### src/rtl/irq_cascade_pkg.sv
`timescale 1ns/1ps
package irq_cascade_pkg;
  // events held per identity bit: visible plus one waiting
  typedef logic [1:0] hold_t;
  localparam hold_t HOLD_MAX = 2'd2;
endpackage

### src/rtl/irq_id_cell.sv
`timescale 1ns/1ps
module irq_id_cell
  import irq_cascade_pkg::*;
(
  input  logic clk_i,
  input  logic rst_ni,
  input  logic evt_i,
  input  logic clr_i,
  output logic vis_o,
  output logic held_o,
  output logic ovf_o
);
  logic  vis_q, vis_d, ovf_q, ovf_d;
  hold_t cnt_q, cnt_d;
  logic  take, reload;

  assign take   = clr_i & vis_q;
  assign reload = (cnt_q != '0) & ~vis_q;

  always_comb begin
    vis_d = vis_q;
    cnt_d = cnt_q;
    ovf_d = ovf_q;
    if (take) begin
      // visible event retired; a waiting or same-cycle event reappears next cycle
      cnt_d = hold_t'(cnt_q + hold_t'(evt_i) - hold_t'(1));
      vis_d = 1'b0;
    end else if (evt_i && cnt_q == HOLD_MAX) begin
      ovf_d = 1'b1;
      vis_d = 1'b1;
    end else begin
      cnt_d = hold_t'(cnt_q + hold_t'(evt_i));
      vis_d = vis_q | reload | evt_i;
    end
  end

  always_ff @(posedge clk_i or negedge rst_ni) begin
    if (!rst_ni) begin
      vis_q <= 1'b0;
      cnt_q <= '0;
      ovf_q <= 1'b0;
    end else begin
      vis_q <= vis_d;
      cnt_q <= cnt_d;
      ovf_q <= ovf_d;
    end
  end

  assign vis_o  = vis_q;
  assign held_o = (cnt_q != '0);
  assign ovf_o  = ovf_q;

  p_vis_held_r2: assert property (@(posedge clk_i) disable iff (!rst_ni)
    vis_o |-> held_o);
  p_reload_r4: assert property (@(posedge clk_i) disable iff (!rst_ni)
    (take && cnt_q == HOLD_MAX && !evt_i) |=> (!vis_o ##1 vis_o));
  p_keep_r5: assert property (@(posedge clk_i) disable iff (!rst_ni)
    (take && evt_i) |=> held_o);
  p_no_overflow_r3: assert property (@(posedge clk_i) disable iff (!rst_ni)
    (cnt_q == HOLD_MAX && evt_i && !take) |=> ovf_o);
  p_ovf_sticky_r3: assert property (@(posedge clk_i) disable iff (!rst_ni)
    ovf_o |=> ovf_o);
endmodule

### src/rtl/irq_id_bank.sv
`timescale 1ns/1ps
module irq_id_bank #(
  parameter int unsigned W        = 8,
  parameter bit          SUM_HELD = 1'b1  // 1: summary over held events, 0: over visible bits
) (
  input  logic         clk_i,
  input  logic         rst_ni,
  input  logic [W-1:0] evt_i,
  input  logic [W-1:0] clr_i,
  input  logic         en_we_i,
  input  logic [W-1:0] en_i,
  input  logic         msk_we_i,
  input  logic [W-1:0] msk_i,
  output logic [W-1:0] id_o,
  output logic [W-1:0] ovf_o,
  output logic         sum_o
);
  logic [W-1:0] en_q, msk_q, held;

  always_ff @(posedge clk_i or negedge rst_ni) begin
    if (!rst_ni) begin
      en_q  <= '0;
      msk_q <= '0;
    end else begin
      if (en_we_i)  en_q  <= en_i;
      if (msk_we_i) msk_q <= msk_i;
    end
  end

  for (genvar g = 0; g < W; g++) begin : g_bit
    irq_id_cell u_cell (
      .clk_i  (clk_i),
      .rst_ni (rst_ni),
      .evt_i  (evt_i[g] & ~msk_q[g]),
      .clr_i  (clr_i[g]),
      .vis_o  (id_o[g]),
      .held_o (held[g]),
      .ovf_o  (ovf_o[g])
    );

    p_mask_r1: assert property (@(posedge clk_i) disable iff (!rst_ni)
      (msk_q[g] && !held[g] && !msk_we_i) |=> !held[g]);
  end

  if (SUM_HELD) begin : g_sum_held
    assign sum_o = |(held & en_q);
  end else begin : g_sum_vis
    assign sum_o = |(id_o & en_q);
  end
endmodule

### src/rtl/irq_edge_det.sv
`timescale 1ns/1ps
module irq_edge_det (
  input  logic clk_i,
  input  logic rst_ni,
  input  logic lvl_i,
  output logic rise_o
);
  logic lvl_q;

  always_ff @(posedge clk_i or negedge rst_ni) begin
    if (!rst_ni) lvl_q <= 1'b0;
    else         lvl_q <= lvl_i;
  end

  assign rise_o = lvl_i & ~lvl_q;

  p_rise_once_r6: assert property (@(posedge clk_i) disable iff (!rst_ni)
    rise_o |=> !rise_o);
  p_level_quiet_r7: assert property (@(posedge clk_i) disable iff (!rst_ni)
    ($past(lvl_i) && lvl_i) |-> !rise_o);
endmodule

### src/rtl/irq_cascade.sv
`timescale 1ns/1ps
module irq_cascade #(
  parameter int unsigned N_CHILD  = 8,
  parameter int unsigned N_PARENT = 4,
  parameter int unsigned SUM_BIT  = 0
) (
  input  logic                clk_i,
  input  logic                rst_ni,
  input  logic [N_CHILD-1:0]  child_evt_i,
  input  logic                child_en_we_i,
  input  logic [N_CHILD-1:0]  child_en_i,
  input  logic                child_msk_we_i,
  input  logic [N_CHILD-1:0]  child_msk_i,
  input  logic [N_CHILD-1:0]  child_clr_i,
  input  logic [N_PARENT-1:0] par_evt_i,
  input  logic                par_en_we_i,
  input  logic [N_PARENT-1:0] par_en_i,
  input  logic                par_msk_we_i,
  input  logic [N_PARENT-1:0] par_msk_i,
  input  logic [N_PARENT-1:0] par_clr_i,
  input  logic                glb_en_we_i,
  input  logic                glb_en_i,
  output logic [N_CHILD-1:0]  child_id_o,
  output logic [N_PARENT-1:0] par_id_o,
  output logic [N_CHILD-1:0]  child_ovf_o,
  output logic [N_PARENT-1:0] par_ovf_o,
  output logic                irq_o
);
  logic                child_sum, child_rise, par_act, glb_en_q;
  logic [N_PARENT-1:0] par_evt;
  logic                unused_par_evt;

  assign unused_par_evt = par_evt_i[SUM_BIT];

  irq_id_bank #(.W(N_CHILD), .SUM_HELD(1'b1)) u_child (
    .clk_i    (clk_i),
    .rst_ni   (rst_ni),
    .evt_i    (child_evt_i),
    .clr_i    (child_clr_i),
    .en_we_i  (child_en_we_i),
    .en_i     (child_en_i),
    .msk_we_i (child_msk_we_i),
    .msk_i    (child_msk_i),
    .id_o     (child_id_o),
    .ovf_o    (child_ovf_o),
    .sum_o    (child_sum)
  );

  irq_edge_det u_edge (
    .clk_i  (clk_i),
    .rst_ni (rst_ni),
    .lvl_i  (child_sum),
    .rise_o (child_rise)
  );

  always_comb begin
    par_evt          = par_evt_i;
    par_evt[SUM_BIT] = child_rise;
  end

  irq_id_bank #(.W(N_PARENT), .SUM_HELD(1'b0)) u_parent (
    .clk_i    (clk_i),
    .rst_ni   (rst_ni),
    .evt_i    (par_evt),
    .clr_i    (par_clr_i),
    .en_we_i  (par_en_we_i),
    .en_i     (par_en_i),
    .msk_we_i (par_msk_we_i),
    .msk_i    (par_msk_i),
    .id_o     (par_id_o),
    .ovf_o    (par_ovf_o),
    .sum_o    (par_act)
  );

  always_ff @(posedge clk_i or negedge rst_ni) begin
    if (!rst_ni)          glb_en_q <= 1'b0;
    else if (glb_en_we_i) glb_en_q <= glb_en_i;
  end

  assign irq_o = glb_en_q & par_act;

  p_irq_gate_r10: assert property (@(posedge clk_i) disable iff (!rst_ni)
    !glb_en_q |-> !irq_o);
  p_irq_needs_id_r10: assert property (@(posedge clk_i) disable iff (!rst_ni)
    irq_o |-> (par_id_o != '0));
endmodule

### config.mk
export PLATFORM = sky130hd
export DESIGN_NAME = irq_cascade
export DESIGN_NICKNAME = d
export VERILOG_FILES = /design/src/rtl/irq_cascade_pkg.sv /design/src/rtl/irq_id_cell.sv /design/src/rtl/irq_id_bank.sv /design/src/rtl/irq_edge_det.sv /design/src/rtl/irq_cascade.sv
export SDC_FILE = /design/constraint.sdc
export NUM_CORES = 1
export LEC_CHECK = 0
export BUFFER_PORTS_ARGS = -buffer_cell sky130_fd_sc_hd__buf_2
export CAP_MARGIN = 20
export CORE_MARGIN = 2
export CORE_UTILIZATION = 54
export CTS_CLUSTER_SIZE = 40
export DETAILED_ROUTE_END_ITERATION = 16
export PLACE_DENSITY_LB_ADDON = 0.08
export SLEW_MARGIN = 10
export SYNTH_ARGS = -nofsm -noshare
export SYNTH_HDL_FRONTEND = slang
export SYNTH_SLANG_ARGS = --single-unit
### constraint.sdc
create_clock -name clk_i -period 1.76 [get_ports clk_i]
set_input_delay 0.176 -clock clk_i [delete_from_list [all_inputs] [get_ports clk_i]]
set_output_delay 0.176 -clock clk_i [all_outputs]
set_load 0.01 [all_outputs]
# Word-level counts from Yosys, hierarchy flattened
# Index checks and enable logic that the tools add are counted.
# classes
n_addsub	24
mul	0
div	0
n_lt_le_gt_ge	0
n_eq_ne	24
shift	0
mux	48
bitwise	101
n_reduce_logical	38
# ops
op	count
$mux W2	24
$and A1 B1 Y1	38
$not A1 Y1	37
$add A2 B1 Y2	12
$eq A2 B2 Y1 const B	12
$mux W1	24
$ne A2 B2 Y1 const B	12
$or A1 B1 Y1	24
$reduce_and A2 Y1	12
$reduce_bool A2 Y1	12
$sub A2 B1 Y2 const B	12
$logic_and A1 B1 Y1	12
$and A8 B8 Y8	1
$reduce_or A8 Y1	1
$and A4 B4 Y4	1
$reduce_or A4 Y1	1
# word_totals
reg_bits	74
latchBits	0
ramBits	0
romBits	0
elab_cells	277
mem_count	0

# Longest topological paths before layout
# Gate-level depths: netlist (run 1).
# logic_depth
word_depth	8
depth_mapped	6
depth_no_buf	6

# Hierarchy
# Synthesis (run 1) repeated with hierarchy kept, for this count alone.
# unflattened
hier_cells	339
area_unflattened_um2	3736.1
# by_module_without_submodules
module	instances	cells_per_inst	area_each_um2	seq_area_each_um2
irq_id_cell	12	22	214.0	100.1
irq_id_bank (u_child)	1	47	749.5	400.4
irq_id_bank (u_parent)	1	23	334.1	200.2
irq_cascade	1	3	46.3	25.0
irq_edge_det	1	2	38.8	25.0

# Worst setup path before layout (run 1)
# OpenSTA, ideal clock, no wires.
# synth_timing
kind	flip-flop to flip-flop
startpoint	reg u_child.msk_q[6]
endpoint	reg u_child.g_bit[6].u_cell.cnt_q[1]
arrival_ps	1313
path_slack_ps	314
path_stages_with_launch	6
path_buffers	0
cell_sequence	dfrtp_1 -> nor2b_1 -> ha_1 -> or3_1 -> o21ai_0 -> a221oi_1
# synth_between
elab_chain_len	5
# synth_lines
item	line_no	text
start: declaration	irq_id_bank.sv:18	logic [W-1:0] en_q, msk_q, held;
start signal: assignment	irq_id_bank.sv:26	if (msk_we_i) msk_q <= msk_i;
$not A1 Y1 *	irq_id_bank.sv:34	.evt_i (evt_i[g] & ~msk_q[g]),
$and A1 B1 Y1 *	irq_id_bank.sv:34	
$add A2 B1 Y2	irq_id_cell.sv:26, irq_id_cell.sv:32	
$sub A2 B1 Y2 or $mux W2 (tied branches)	irq_id_cell.sv:26, irq_id_cell.sv:28	
$mux W2	irq_id_cell.sv:24	if (take) begin
end signal: assignment	irq_id_cell.sv:44	cnt_q <= cnt_d;
end: declaration	irq_id_cell.sv:14	hold_t cnt_q, cnt_d;
# Every way passes the cells marked *; elsewhere a longest branch is shown, timed or not. The select of a mux whose other input is x is not followed.
# A chain may end at the register's enable or synchronous reset.

# Worst setup path after layout (run 1)
# layout_timing
startpoint	reg u_parent.msk_q[3]
endpoint	reg u_parent.g_bit[3].u_cell.cnt_q[1]
# layout_between
elab_chain_len	5
# layout_lines
item	line_no
start: declaration	irq_id_bank.sv:18
start signal: assignment	irq_id_bank.sv:26
$not A1 Y1 *	irq_id_bank.sv:34
$and A1 B1 Y1 *	irq_id_bank.sv:34
$add A2 B1 Y2	irq_id_cell.sv:26, irq_id_cell.sv:32
$sub A2 B1 Y2 or $mux W2 (tied branches)	irq_id_cell.sv:26, irq_id_cell.sv:28
$mux W2	irq_id_cell.sv:24
end signal: assignment	irq_id_cell.sv:44
end: declaration	irq_id_cell.sv:14
# Marked as above.

==> results of run 1 <==
-- per-stage QoR --
stage	util, %	worst slack, ps
global placement	59.91	198.2
finish	62.59	161.2
CTS	62.59	159.0
detailed placement	59.91	174.8
global route	62.59	10.69
floorplan	-	314.3
-- worst paths after layout --
check | cells after the start | endpoint | slack [ps]
max | 5 | u_parent.g_bit[3].u_cell.cnt_q[1]$_DFFE_PN0N_ | 160
min | 2 | u_parent.msk_q[1]$_DFFE_PN0P_ | 70
max reg2reg | 5 | u_parent.g_bit[3].u_cell.cnt_q[1]$_DFFE_PN0N_ | 160
min reg2reg | 1 | u_child.g_bit[3].u_cell.ovf_o$_DFFE_PN0P_ | 470
max in group asynchronous | 3 | u_child.g_bit[7].u_cell.cnt_q[0]$_DFFE_PN0N_ | 890
min in group asynchronous | 2 | u_child.g_bit[7].u_cell.vis_o$_DFF_PN0_ | 300
-- final cells by class --
type                            count  share of cell area (%)
Timing Repair Buffer               83                   10.53
Clock inverter                      3                  0.3570
Tap cell                           80                   2.380
Clock buffer                       12                   3.689
Multi-Input combinational cell    226                   39.01
Sequential cell                    74                   44.03
-- worst max-delay path, cell delays in order (launching register included) --
cell	delay [ps]
dfrtp_1	390
nor2b_1	220
ha_1	310
or3_1	350
o21ai_0	90
a221oi_1	110
-- metal layers --
metal	routed length [um]	vias up	track usage (%)
met2	3358	71	32.96
li1	-	1348	-
met3	345	2	3.886
met5	0	-	0
met4	45	0	8.381
met1	3208	1337	26.52
-- state kept, by name, indices dropped and copies added, names as in the netlist --
signal                       cells
u_child.g_bit.u_cell.cnt_q      16
u_child.en_q                     8
u_child.g_bit.u_cell.ovf_o       8
u_child.g_bit.u_cell.vis_o       8
u_child.msk_q                    8
u_parent.g_bit.u_cell.cnt_q      8
u_parent.en_q                    4
u_parent.g_bit.u_cell.ovf_o      4
u_parent.g_bit.u_cell.vis_o      4
u_parent.msk_q                   4
glb_en_q                         1
u_edge.lvl_q                     1
-- report_power, final --
part / internal [uW] / switching [uW] / leakage (uW)
Combinational: 968 / 993 / 0.000847
Sequential: 2240 / 592 / 0.000834
Clock: 575 / 583 / 0.0000920
-- timing repair --
| action | CTS | global route |
|---|---|---|
| gates resized for setup | 0 | 1 |
| hold buffers | 1 | 0 |
| endpoints found under the setup margin | 0 | 1 |
| endpoints found under the hold margin | 24 | 0 |
-- cells by family after synthesis --
group,after synthesis
mux,26
buf+inv,30
xor+xnor,6
compound gates,95
simple gates,88
fa+ha+maj,11
flops,74
-- cells in the final DEF, fill, tap and decap left out, types with 2 or more instances in the layout --
cell       n
a22oi_1    2
mux2_2    25
a21boi_0   2
nand2_1   30
clkbuf_8  11
nand3_1   11
o41a_1    11
buf_4      3
ha_1      11
clkinv_2   3
a221oi_1   6
o211ai_1  10
o21ai_0   35
nand4_2    2
xnor2_1    5
o21ai_2    5
dfrtp_1   74
o21ai_1    3
or3_1      6
a31o_2    11
or2_2      2
nor2_1     7
buf_2     78
o31a_1     5
nand4_1    6
nor2b_1   22
==> results.json, run 1 <==
{
  "status": "completed",
  "synth_largest_area_cell": "dfrtp_1",
  "ys.flop_type": "dfrtp_1",
  "tightest_slew_ps": 363.5,
  "placed_cell_area_um2": 4025,
  "drc_errors": 0,
  "synth_common_cells": "dfrtp_1, o21ai_0, nand2_1",
  "dp_hpwl_um": 5151,
  "post_cts_buffers": 0,
  "seq_area_um2": 1852,
  "relSlewSlack_pct": 75.77,
  "start_kind": "flip-flop",
  "synth_edf_count": 0,
  "synth_top_family_by_area": "compound AO/OA/AOI/OAI gates",
  "dieArea_um2": 7579,
  "fin_skew_ps": 7.942,
  "power_density_nw_per_um2": 1414,
  "dr.pass1.iters": 5,
  "rows": 30,
  "finalCritPeriodShare_pct": 90.84,
  "drv_slew": 0,
  "worstSetupEndpointType": "flip-flop",
  "cts.sinks": 74,
  "post-synth-top-count-cell": "dfrtp_1",
  "design.core.area_um2": 6719,
  "start_util_pct": 55.44,
  "yosys.area_share.adder_pct": 3.695,
  "cts_tree": "done",
  "hold_ws_ps": 68.34,
  "clkTransAtPathRegs_ps": 70,
  "rr_startpoint": "u_parent.msk_q[3]$_DFFE_PN0P_",
  "nFillCells": 572,
  "first_global_vias": 2672,
  "drive_gt1_share_pct": 35.68,
  "path_max_fanout": 5,
  "ys_ff_latch": 74,
  "grt_use_total_pct": 20.23,
  "overflow": 0,
  "instances_no_fill": 478,
  "stdcell_area_um2": 4205,
  "max_freq_ghz": 0.6255,
  "syn2layout_area_growth_pct": 12.90,
  "dp.cells": 462,
  "cts-htree-levels": 3,
  "detail_route.wl_per_cell_um": 14.56,
  "p_leak_uw": 0.001773,
  "drtAntennaViolNets": 0,
  "maxCapViolCount": 0,
  "multi_input_area_um2": 1640,
  "yosys.area_share.simple_pct": 12.26,
  "final-setup-viol-count": 0,
  "vias": 2758,
  "p_total_uw": 5945,
  "synth_xor_area_share_pct": 1.411,
  "wl_um": 6958,
  "worstPathRequired_ps": 1970,
  "syn-num-nets": 397,
  "yosysWarnings": 0,
  "diodes": 0,
  "io_pins": 81,
  "synth-compound-area-share_pct": 18.84,
  "cp_data_arrival_time_ps": 1810,
  "synth-seq-area-share_pct": 49.71,
  "grt_max_degree": 34,
  "muxShareOfSynthArea_pct": 7.827,
  "min_from": "par_msk_i[1]",
  "async_flop_share_pct": 100.0,
  "tns_ps": 0,
  "drt_iter0_markers": 71,
  "numCtsBuffers": 9,
  "hold_class": "primary input to flip-flop",
  "yosys-top-cells-area": "dfrtp_1, mux2_2, o21ai_0",
  "rsz0062_at_grt": "no",
  "synth.top_cell.area_share_pct": 49.71,
  "gp_congestion": 0.7988,
  "routed_via_density": 5.770,
  "crit_path_start": "u_parent.msk_q[3]$_DFFE_PN0P_",
  "syn_area_per_cell_um2": 11.29,
  "antenna_found_initial": 0,
  "grt_pass1_wl_um": 11940,
  "finalCriticalPeriod_ps": 1599,
  "chipWidth_um": 87.06,
  "crit_type": "flip-flop to flip-flop",
  "netlist_area_um2": 3725,
  "clock_latency_ps": 340,
  "portBuffers": 79,
  "die_h_um": 87.06,
  "synthCells": 330,
  "clock_path_buffers": 2,
  "layout.nets": 461,
  "root_buffer": "clkbuf_8",
  "ir_drop_uv": 617.6,
  "synthDistinctLibCells": 34,
  "finalHoldViolCount": 0
}
(Power assumes the default switching activity.)
==> run 2, diff against run 1 <==
CORE_UTILIZATION = 30   (was 54)
GPL_TIMING_DRIVEN = 0   (was unset)
==> run 2 against run 1 <==
Against the previous run: register-to-register slack hardly changed; hold slack gained 8.9 ps; core utilization down 24 points; global-route usage down 8.0 points; maximum frequency increased by 0.45%; sequential share of layout area down 3.9 points; flip-flop and latch count is the same; clock-buffer cell count shrank 1.
==> results.json, run 2 (same netlist as run 1, synthesis figures left out) <==
{
  "largest_reg_flops": 16,
  "relSlewSlack_pct": 57.08,
  "instances_no_fill": 590,
  "layout.nets": 487,
  "ctsResizeCount": 0,
  "dp_hpwl_um": 5560,
  "finalHoldViolCount": 0,
  "maxCapViolCount": 0,
  "multi_input_area_um2": 1640,
  "detail_route.wl_per_cell_um": 12.85,
  "routed-wl-met2_um": 3543,
  "cp_data_arrival_time_ps": 1790,
  "wl_met1_um": 3486,
  "cts_tree": "done",
  "highest_layer": "met5",
  "first_global_vias": 2801,
  "ir_drop_uv": 589.2,
  "tns_ps": 0,
  "die_h_um": 115.4,
  "grt_use_total_pct": 12.28,
  "syn2layout_area_growth_pct": 23.78,
  "hold_class": "primary input to flip-flop",
  "drc_errors": 0,
  "drtAntennaViolNets": 0,
  "wl_met3_um": 465,
  "antenna_found_initial": 1,
  "chipWidth_um": 115.4,
  "rows": 40,
  "nFillCells": 1218,
  "layout_common_cells": "buf_2, dfrtp_1, o21ai_0",
  "max_freq_ghz": 0.6283,
  "start_kind": "flip-flop",
  "seq_area_um2": 1852,
  "clock_latency_ps": 330,
  "drive_gt1_share_pct": 38.72,
  "tightest_slew_ps": 643.8,
  "fin_skew_ps": 7.284,
  "max_flop_register": "u_child.g_bit.u_cell.cnt_q",
  "crit_type": "flip-flop to flip-flop",
  "layout_commonest_cell": "buf_2",
  "path_max_fanout": 5,
  "power_density_nw_per_um2": 1456,
  "dr.pass1.iters": 4,
  "wl_um": 7580,
  "dp.cells": 576,
  "finalCritPeriodShare_pct": 90.43,
  "p_leak_uw": 0.001925,
  "min_from": "child_msk_i[6]",
  "finalCriticalPeriod_ps": 1592,
  "cts.sinks": 74,
  "drt_iter0_markers": 135,
  "final-setup-viol-count": 0,
  "numCtsBuffers": 9,
  "start_util_pct": 30.88,
  "grt_max_degree": 42,
  "clkTransAtPathRegs_ps": 50,
  "root_buffer": "clkbuf_16",
  "crit_path_start": "u_child.msk_q[5]$_DFFE_PN0P_",
  "status": "completed",
  "gp_congestion": 0.7569,
  "cts-htree-levels": 3,
  "routed_via_density": 4.734,
  "overflow": 0,
  "grt_pass1_wl_um": 12750,
  "clock_path_buffers": 2,
  "dieArea_um2": 13320,
  "rsz0062_at_grt": "no",
  "design.core.area_um2": 12060,
  "vias": 2793,
  "drv_slew": 0,
  "portBuffers": 77,
  "io_pins": 81,
  "rr_startpoint": "u_child.msk_q[5]$_DFFE_PN0P_",
  "worstPathRequired_ps": 1960,
  "worstSetupEndpointType": "flip-flop"
}
-- run 2: timing repair --
action | in CTS | in global routing
setup buffers | 0 | 0
hold buffers | 1 | 0
hold endpoints to repair | 33 | 0
-- run 2: path summary, 6_finish.rpt --
path	slack, ps	cells past startpoint	endpoint
setup / recovery	170	5	u_child.g_bit[5].u_cell.cnt_q[1]$_DFFE_PN0N_
hold / removal	80	2	u_child.msk_q[6]$_DFFE_PN0P_
setup reg to reg	170	5	u_child.g_bit[5].u_cell.cnt_q[1]$_DFFE_PN0N_
hold reg to reg	470	1	u_child.g_bit[3].u_cell.ovf_o$_DFFE_PN0P_
max in group asynchronous	830	3	u_parent.g_bit[0].u_cell.cnt_q[1]$_DFFE_PN0N_
min in group asynchronous	360	2	u_parent.g_bit[3].u_cell.cnt_q[1]$_DFFE_PN0N_
-- run 2: report_power, final --
group | total, uW | leakage (uW) | switching [uW] | internal [uW]
logic | 2350 | 0.000967 | 1100 | 1250
registers | 2750 | 0.000834 | 515 | 2240
clock network | 1610 | 0.000123 | 651 | 959
total | 6710 | 0.00192 | 2260 | 4450
-- run 2: through the flow --
step	instance area (um^2)	total power, uW	util, %	hold WS, ps	setup WS [ps]
after floorplan	3725	4491	-	-119.6	314.3
after global placement	4320	5119	35.82	408.7	-170.4
after detailed placement	4350	5174	36.07	180.3	170.0
after CTS	4608	6826	38.21	66.15	152.6
after global routing	4608	7274	38.21	65.05	23.08
final	4611	6712	38.23	77.25	168.4
-- run 2: routing by layer --
metal | vias up | GRT usage (%)
li1 | 1390 | -
met1 | 1331 | 14.84
met2 | 63 | 20.27
met3 | 7 | 5.492
met4 | 2 | 2.651
met5 | - | 0
-- run 2: layout make-up --
cell class | instances | share of cell area (%)
sequential | 74 | 40.16
multi-input combinational | 226 | 35.58
timing repair buffer | 79 | 9.227
clock buffer | 11 | 5.265
buffer | 30 | 5.047
tap | 168 | 4.559
clock inverter | 1 | 0.1085
antenna | 1 | 0.05427
-- run 2: worst max-delay path, stage by stage (launching register included) --
cell and delay (ps):
dfrtp_1 370, nor2b_1 210, ha_1 310, or3_1 380, o21ai_0 90, a221oi_1 110
